**src/rtl/stopwake_pkg.sv**
```systemverilog
package stopwake_pkg;
  typedef enum logic [1:0] {
    SW_RUN   = 2'd0,
    SW_STOP  = 2'd1,
    SW_WARM  = 2'd2,
    SW_RCRUN = 2'd3
  } sw_state_e;

  localparam logic CLKSEL_RC   = 1'b0;
  localparam logic CLKSEL_XTAL = 1'b1;
  localparam logic POLICY_HOLD = 1'b0;
  localparam logic POLICY_RC   = 1'b1;
endpackage

```
**src/rtl/stopwake_sync.sv**
```systemverilog
module stopwake_sync #(
  parameter int WIDTH  = 1,
  parameter int STAGES = 2
) (
  input  logic             clk,
  input  logic             arst_n,
  input  logic [WIDTH-1:0] d,
  output logic [WIDTH-1:0] q
);
  generate
    if (STAGES == 1) begin : g_single
      logic [WIDTH-1:0] stage_q;
      always_ff @(posedge clk or negedge arst_n) begin
        if (!arst_n) stage_q <= '0;
        else         stage_q <= d;
      end
      assign q = stage_q;
    end else begin : g_chain
      logic [STAGES-1:0][WIDTH-1:0] chain_q;
      always_ff @(posedge clk or negedge arst_n) begin
        if (!arst_n) chain_q <= '0;
        else         chain_q <= {chain_q[STAGES-2:0], d};
      end
      assign q = chain_q[STAGES-1];
    end
  endgenerate
endmodule

```
**src/rtl/stopwake_warm_cnt.sv**
```systemverilog
module stopwake_warm_cnt #(
  parameter int WARM_CYCLES = 16
) (
  input  logic clk,
  input  logic rst_n,
  input  logic clear,
  input  logic run,
  output logic done
);
  localparam int CW = $clog2(WARM_CYCLES + 1);
  localparam logic [CW-1:0] LIMIT = CW'(WARM_CYCLES);

  logic [CW-1:0] cnt_q, cnt_d;

  always_comb begin
    cnt_d = cnt_q;
    if (clear)                    cnt_d = '0;
    else if (run && cnt_q != LIMIT) cnt_d = cnt_q + 1'b1;
  end

  always_ff @(posedge clk or negedge rst_n) begin
    if (!rst_n) cnt_q <= '0;
    else        cnt_q <= cnt_d;
  end

  assign done = (cnt_q == LIMIT);
endmodule

```
**src/rtl/stopwake_ctrl.sv**
```systemverilog
module stopwake_ctrl
  import stopwake_pkg::*;
#(
  parameter int NUM_WAKE    = 8,
  parameter int WARM_CYCLES = 16,
  parameter int SYNC_STAGES = 2
) (
  input  logic                clk,
  input  logic                rst_n,
  input  logic                stop_set,
  input  logic                wake_mode,
  input  logic [NUM_WAKE-1:0] wake_irq,
  input  logic [NUM_WAKE-1:0] wake_en,
  input  logic                xtal_ready,
  output logic                xtal_en,
  output logic                rc_en,
  output logic                clk_sel,
  output logic                cpu_run,
  output logic                stop_flag
);
  logic      rst_sync_n;
  logic      wake_req;
  logic      wake_sync;
  logic      warm_done;
  logic      warm_clear;
  logic      warm_run;
  sw_state_e state_q, state_d;

  // reset: asserts at once, releases on the clock
  stopwake_sync #(.WIDTH(1), .STAGES(2)) u_rst_sync (
    .clk    (clk),
    .arst_n (rst_n),
    .d      (1'b1),
    .q      (rst_sync_n)
  );

  // free wake path: masked levels, ORed, then synchronized
  assign wake_req = |(wake_irq & wake_en);

  stopwake_sync #(.WIDTH(1), .STAGES(SYNC_STAGES)) u_wake_sync (
    .clk    (clk),
    .arst_n (rst_sync_n),
    .d      (wake_req),
    .q      (wake_sync)
  );

  assign warm_clear = (state_q == SW_STOP);
  assign warm_run   = (state_q == SW_WARM) || (state_q == SW_RCRUN);

  stopwake_warm_cnt #(.WARM_CYCLES(WARM_CYCLES)) u_warm (
    .clk   (clk),
    .rst_n (rst_sync_n),
    .clear (warm_clear),
    .run   (warm_run),
    .done  (warm_done)
  );

  always_comb begin
    state_d = state_q;
    unique case (state_q)
      SW_RUN:   if (stop_set) state_d = SW_STOP;
      SW_RCRUN: begin
        if (stop_set)                    state_d = SW_STOP;
        else if (warm_done && xtal_ready) state_d = SW_RUN;
      end
      SW_WARM:  if (warm_done && xtal_ready) state_d = SW_RUN;
      SW_STOP:  if (wake_sync)
                  state_d = (wake_mode == POLICY_RC) ? SW_RCRUN : SW_WARM;
      default:  state_d = SW_WARM;
    endcase
  end

  always_ff @(posedge clk or negedge rst_sync_n) begin
    if (!rst_sync_n) state_q <= SW_WARM;
    else             state_q <= state_d;
  end

  always_comb begin
    xtal_en   = 1'b1;
    rc_en     = 1'b1;
    clk_sel   = CLKSEL_XTAL;
    cpu_run   = 1'b0;
    stop_flag = 1'b0;
    unique case (state_q)
      SW_RUN: begin
        rc_en   = 1'b0;
        cpu_run = 1'b1;
      end
      SW_STOP: begin
        xtal_en   = 1'b0;
        rc_en     = 1'b0;
        clk_sel   = CLKSEL_RC;
        stop_flag = 1'b1;
      end
      SW_RCRUN: begin
        clk_sel = CLKSEL_RC;
        cpu_run = 1'b1;
      end
      default: ;
    endcase
  end
endmodule

```
**config.mk**
```make
export PLATFORM = sky130hd
export DESIGN_NAME = stopwake_ctrl
export DESIGN_NICKNAME = d
export VERILOG_FILES = /design/src/rtl/stopwake_pkg.sv /design/src/rtl/stopwake_sync.sv /design/src/rtl/stopwake_warm_cnt.sv /design/src/rtl/stopwake_ctrl.sv
export SDC_FILE = /design/constraint.sdc
export NUM_CORES = 1
export LEC_CHECK = 0
export ABC_AREA = 1
export BUFFER_PORTS_ARGS = -buffer_cell sky130_fd_sc_hd__clkbuf_2
export CORE_MARGIN = 3
export CORE_UTILIZATION = 40
export DETAILED_ROUTE_END_ITERATION = 10
export HOLD_SLACK_MARGIN = 0.1
export PLACE_DENSITY = 0.7
export SYNTH_ARGS = -nofsm -noshare
export SYNTH_HDL_FRONTEND = slang
export SYNTH_HIERARCHICAL = 1
export SYNTH_SLANG_ARGS = --single-unit
```
**constraint.sdc**
```tcl
create_clock -name clk -period 0.91 [get_ports clk]
set_input_delay 0.0455 -clock clk [delete_from_list [all_inputs] [get_ports clk]]
set_output_delay 0.0455 -clock clk [all_outputs]
set_load 0.02 [all_outputs]
```
==> results.json, run 1 <==
{
  "grt_pass1_vias": 791,
  "vias": 793,
  "diodes": 0,
  "finalCritPeriodShare": 1.545,
  "synthFlopType": "dfrtp_1",
  "final.setup.tns_ns": -5.698,
  "grt_pass1_wl_mm": 3.036,
  "hold_buffers": 4,
  "antenna_found_initial": 0,
  "firstDrtPassIters": 3,
  "timing.final.ws_setup_ns": -0.4963,
  "num-fill-cells": 104,
  "die_x_um": 48.41,
  "post-place-cells": 150,
  "start_util": 0.4513,
  "grt_setup_unrepaired": "yes",
  "status": "finished, violations left",
  "synth-seq-area-share": 0.3843,
  "async_reset_ff_frac": 1.000,
  "cts_buffer_depth": 2,
  "dpl_worst_slack_ns": -0.4281,
  "violations": "negative setup slack",
  "h-tree-depth": 1,
  "fmax_mhz": 711.1,
  "finalInstanceArea_um2": 1264,
  "grt_max_degree": 10,
  "stdcell_count": 167,
  "ys_types": 20,
  "drtIter0Drc": 3,
  "register_area_um2": 277.8,
  "hold_ws_ns": 0.06822,
  "crit_required_ns": 0.86,
  "irDropWorstVdd_v": 0.001666,
  "grt-ovfl-total": 0,
  "synth.avg_cell_area_um2": 7.906,
  "min_from": "wake_irq[7]",
  "reg2reg_depth": 9,
  "synth_warnings": 6,
  "num_rows": 14,
  "post-route-util": 0.7928,
  "synth-edff-count": 0,
  "clockRootBuffer": "clkbuf_4",
  "r2r_end": "u_warm/cnt_q[3]$_DFFE_PN0P_",
  "dieArea_um2": 2344,
  "cp-start-kind": "flop",
  "synth.net_count": 118,
  "drt-vias-per-instance": 4.749,
  "drc": 0,
  "syn_to_final_growth_pct": 75.65,
  "p_leak_nw": 0.6512,
  "worstHoldPathType": "primary input to flop",
  "io_buffers": 25,
  "cp_max_fo": 3,
  "coreArea_um2": 1594,
  "reg2reg_from": "state_q[1]$_DFFE_PN1P_",
  "fin_total_pwr_mw": 4.239,
  "place_area_um2": 983.4,
  "layout.nets": 171,
  "setup_violations": 12,
  "wire_per_inst_um": 13.11,
  "final.min_clock_period_ns": 1.406,
  "cap_violations": 0,
  "finalWirelength_mm": 2.189,
  "synthCells": 91,
  "synth_seq_cells": 11,
  "boundaryPins": 26,
  "numCtsBuffers": 3,
  "drv_slew": 0,
  "grt_use_total": 0.1597,
  "die_height_um": 48.41,
  "ant_nets": 0,
  "place_congestion": 0.8519,
  "finalHoldViolCount": 0,
  "syn_area_um2": 719.4,
  "reg2reg_slack_ns": -0.49,
  "arrival_ns": 1.36,
  "hpwl_mm": 1.238,
  "drive_gt1_frac": 0.6014,
  "crit_type": "flop to primary output",
  "min_path_cells": 4,
  "clk_pin_slew_ns": 0.07,
  "cp-end-kind": "primary output",
  "power.density_nw_per_um2": 3354,
  "multi_input_area_um2": 476.7,
  "cts.sinks": 11,
  "holdPathEnd": "u_wake_sync/g_chain.chain_q[0]$_DFF_PN0_",
  "cts_tree": "built",
  "clkLatencyLatePin_ns": 0.26,
  "clock_skew_ns": 0.001023
}
[metal layers]
metal	share of wire	GRT usage	vias to the layer above
met5	0	0	-
met4	0.024	0.08057	0
met3	0.051	0.03374	6
met2	0.52	0.2890	32
met1	0.41	0.1753	366
li1	-	-	389
[where the power goes]
part	switching, mW	leakage, nW	internal (mW)	total, mW
clock	0.170	0.0177	0.162	0.333
sequential	0.120	0.132	0.624	0.744
combinational	1.58	0.502	1.58	3.16
[cell type report]
class | instances | area share
inverters | 17 | 0.06040
clock buffers | 3 | 0.01782
flip-flops and latches | 11 | 0.2198
repair buffers | 48 | 0.2970
multi-input cells | 63 | 0.3772
well taps | 24 | 0.02376
clock inverters | 1 | 0.003960
[kinds of logic after synthesis]
| logic type | after synthesis | share of synthesized area |
|---|---|---|
| buf+inv | 17 | 0.1078 |
| xor+xnor | 1 | 0.01218 |
| fa+ha+maj | 6 | 0.1043 |
| other cells | 1 | 0.005212 |
| simple gates | 46 | 0.3044 |
| flops | 11 | 0.3844 |
| compound gates | 9 | 0.08173 |
[cells in the mapped netlist (2+ instances only)]
cell / n / area, um^2
nand4_1: 6 / 37.54
nand3_1: 3 / 15.01
nor2_2: 3 / 18.77
dfrtp_1: 10 / 250.2
inv_1: 16 / 60.06
ha_1: 6 / 75.07
nor2_1: 5 / 18.77
a21oi_1: 3 / 15.01
o21ai_2: 3 / 26.28
nand2_1: 25 / 93.84
nand2_4: 2 / 22.52
[worst max path at each step]
stage | endpoint | slack (ns) | depth (start not counted) | start
final | clk_sel | -0.50 | 5 | state_q[1]$_DFFE_PN1P_
after global routing | state_q[0]$_DFFE_PN0P_ | -0.56 | 6 | state_q[1]$_DFFE_PN1P_
after CTS | clk_sel | -0.51 | 5 | state_q[1]$_DFFE_PN1P_
after detailed placement | u_warm/cnt_q[4]$_DFFE_PN0P_ | -0.43 | 6 | state_q[1]$_DFFE_PN1P_
after global placement | u_warm/cnt_q[3]$_DFFE_PN0P_ | -0.38 | 8 | state_q[0]$_DFFE_PN0P_
after floorplan | u_warm/cnt_q[4]$_DFFE_PN0P_ | -0.34 | 6 | state_q[1]$_DFFE_PN1P_
[flip-flops by register name (all words and copies together) (netlist names)]
register and cells:
u_wake_sync/g_chain.chain_q 1, u_wake_sync/q 1, state_q 2, u_rst_sync/g_chain.chain_q 1, u_warm/cnt_q 5, u_rst_sync/q 1
[cells in the final DEF, fill, tap and decap left out, types with 2 or more instances in the layout]
cell,n
clkbuf_4,3
dlygate4sd3_1,4
inv_1,6
buf_6,10
nand2_4,3
nand3_1,3
inv_2,8
clkbuf_2,19
inv_4,2
o21ai_2,2
o21ai_1,2
ha_4,5
buf_8,2
nand2_1,18
nand2_2,7
nor2_4,2
nand4_1,6
a21oi_1,2
dfrtp_1,9
nor2_2,3
buf_4,13
nor2_1,3
[worst max-delay path, stage by stage (launching register included)]
cell	delay [ns]
dfstp_2	0.57
buf_6	0.13
ha_4	0.15
buf_6	0.10
nor2_2	0.03
buf_6	0.12
[what timing repair did]
item | 4_1_cts | 5_1_grt
endpoints found under the hold margin | 4 | 1
buffers inserted | 5 | 5
pin swaps | 4 | 14
endpoints found under the setup margin | 12 | 13
gates resized for setup | 16 | 30
(Power assumes the default switching activity.)
==> run 2: changes to the inputs <==
PLACE_DENSITY = not set   (was 0.7)
PLACE_DENSITY_LB_ADDON = 0.3   (was not set)
==> run 2 against run 1 <==
Net effect: the run still ends with negative setup slack left; sequential power fell by 2%; core utilization fell by 0.79 points; final cell count did not move; sequential share of layout area rose by 0.12 points; sequential cell count did not move; via count rose by 0.76%; total power rose by 2.2%; highest routed layer unchanged; count of clock-buffer cells in the layout rose by 1; critical endpoint is now u_warm/cnt_q[2]$_DFFE_PN0P_.
==> results.json, run 2 (synthesis gave the netlist of run 1 again) <==
{
  "drive_gt1_frac": 0.5664,
  "p_clk_frac": 0.073,
  "layout.nets": 171,
  "fmax_mhz": 705.9,
  "clkLatencyLatePin_ns": 0.26,
  "cp-start-kind": "flop",
  "stdcell_count": 167,
  "drtIter0Drc": 29,
  "vias": 799,
  "reg2reg_depth": 7,
  "crit_path_end": "u_warm/cnt_q[2]$_DFFE_PN0P_",
  "finalWirelength_mm": 2.129,
  "grt_setup_unrepaired": "yes",
  "boundaryPins": 26,
  "sw_frac_of_total": 0.4332,
  "antenna_found_initial": 0,
  "cts_buffer_depth": 2,
  "grt_pass1_wl_mm": 3.629,
  "place_area_um2": 991.0,
  "hpwl_mm": 1.276,
  "grt-ovfl-total": 0,
  "io_buffers": 25,
  "violations": "negative setup slack",
  "ant_nets": 0,
  "dieArea_um2": 2344,
  "arrival_ns": 1.62,
  "finalHoldViolCount": 0,
  "crit_path_cell_trace": "inv_4 > ha_4 > buf_6 > buf_4 > nor2_2 > nand2_1 > nand2_1",
  "cts_tree": "built",
  "r2r_end": "u_warm/cnt_q[2]$_DFFE_PN0P_",
  "die_x_um": 48.41,
  "p_leak_nw": 0.6391,
  "finalInstanceArea_um2": 1251,
  "power.density_nw_per_um2": 3461,
  "worstHoldPathType": "primary input to flop",
  "firstDrtPassIters": 4,
  "drt-vias-per-instance": 4.784,
  "crit_type": "flop to flop",
  "cp-end-kind": "flop",
  "finalCritPeriodShare": 1.557,
  "syn_to_final_growth_pct": 73.91,
  "crit_required_ns": 1.11,
  "power_frac_comb": 0.759,
  "largest_registers": "u_warm/cnt_q x5, state_q x2",
  "layout_common_cells": "nand2_1, clkbuf_2, buf_4, dfrtp_1, inv_2",
  "status": "finished, violations left",
  "final_common_cell": "nand2_1",
  "drc": 0,
  "place_congestion": 0.8490,
  "cap_violations": 0,
  "p_int_mw": 2.454,
  "coreArea_um2": 1594,
  "path_depth": 7,
  "max_stage_delay_ns": 0.56,
  "diodes": 0,
  "irDropWorstVdd_v": 0.001882,
  "seq_power_share": 0.168,
  "timing.final.ws_setup_ns": -0.5066,
  "path_delay_family": "flip-flops",
  "crit_slowest_cell": "dfstp_2",
  "clk_pin_slew_ns": 0.07,
  "start_util": 0.4513,
  "reg2reg_from": "state_q[1]$_DFFE_PN1P_",
  "setup_violations": 12,
  "cp-startpoint": "state_q[1]$_DFFE_PN1P_",
  "die_height_um": 48.41,
  "wire_per_inst_um": 12.75,
  "cp_max_fo": 6,
  "power.switching_mw": 1.876,
  "cpMostUsedCell": "nand2_1",
  "min_from": "wake_en[7]",
  "grt_pass1_vias": 857,
  "critPathBufInv": 3,
  "hold_buffers": 3,
  "post-place-cells": 151,
  "reg2reg_slack_ns": -0.51,
  "numCtsBuffers": 3,
  "top_register": "u_warm/cnt_q",
  "clock_skew_ns": 0.007020,
  "h-tree-depth": 1,
  "num_rows": 14,
  "drv_slew": 0,
  "final.min_clock_period_ns": 1.417,
  "largest_register_ffs": 5,
  "grt_use_total": 0.2020,
  "clockRootBuffer": "clkbuf_4",
  "grt_max_degree": 10,
  "post-route-util": 0.7849,
  "cts.sinks": 11
}
-- run 2: tightest hold or removal path, stage by stage --
cell and delay [ns]:
clkbuf_2 0.08, nand2_1 0.04, nand4_1 0.05, or2_2 0.09
-- run 2: power by group through the flow --
| stage | combinational, mW | clock [mW] | sequential [mW] |
|---|---|---|---|
| final | 3.29 | 0.315 | 0.729 |
| after CTS | 2.86 | 0.330 | 0.728 |
| after global placement | 2.00 | 0 | 0.717 |
| after detailed placement | 2.06 | 0 | 0.721 |
| after global routing | 3.50 | 0.360 | 0.745 |
| after floorplan | 1.35 | 0 | 0.754 |
-- run 2: repair_timing --
action / CTS / global route
gates resized for setup: 27 / 13
hold endpoints to repair: 4 / 1
setup buffers: 9 / 0
pin swaps: 10 / 13
setup endpoints to repair: 12 / 12
-- run 2: per-layer routing --
layer | global-route usage | wire, um | vias to the layer above
li1 | - | - | 385
met1 | 0.2058 | 850 | 373
met2 | 0.3739 | 1112 | 35
met3 | 0.03374 | 119 | 6
met4 | 0.1374 | 46 | 0
met5 | 0 | 0 | -
-- run 2: worst min-delay path by stage --
stage / end / cells after the start
6_report: u_wake_sync/g_chain.chain_q[0]$_DFF_PN0_ / 4
5_1_grt: u_wake_sync/g_chain.chain_q[0]$_DFF_PN0_ / 4
4_1_cts: u_wake_sync/g_chain.chain_q[0]$_DFF_PN0_ / 4
3_5_place_dp: u_rst_sync/g_chain.chain_q[0]$_DFF_PN0_ / 1
3_3_place_gp: u_rst_sync/g_chain.chain_q[0]$_DFF_PN0_ / 1
2_1_floorplan: u_rst_sync/g_chain.chain_q[0]$_DFF_PN0_ / 0
-- run 2: layout make-up --
cell class                      instances  area (um^2)
Clock buffer                            4        26.28
Fill cell                             100        342.8
Inverter                               17        76.32
Multi-Input combinational cell         63        467.9
Timing Repair Buffer                   48        374.1
Sequential cell                        11        276.5
Tap cell                               24        30.03
-- run 2: through the flow --
step	setup slack, ns	TNS [ns]	total power, mW	hold slack, ns
after CTS	-0.4972	-5.315	3.918	0.07822
final	-0.5066	-5.536	4.330	0.07789
after global placement	-0.3682	-3.326	2.718	-0.1669
after detailed placement	-0.4330	-3.779	2.778	-0.1659
after floorplan	-0.3428	-2.808	2.106	-0.2501
after global routing	-0.5544	-6.116	4.610	0.09592
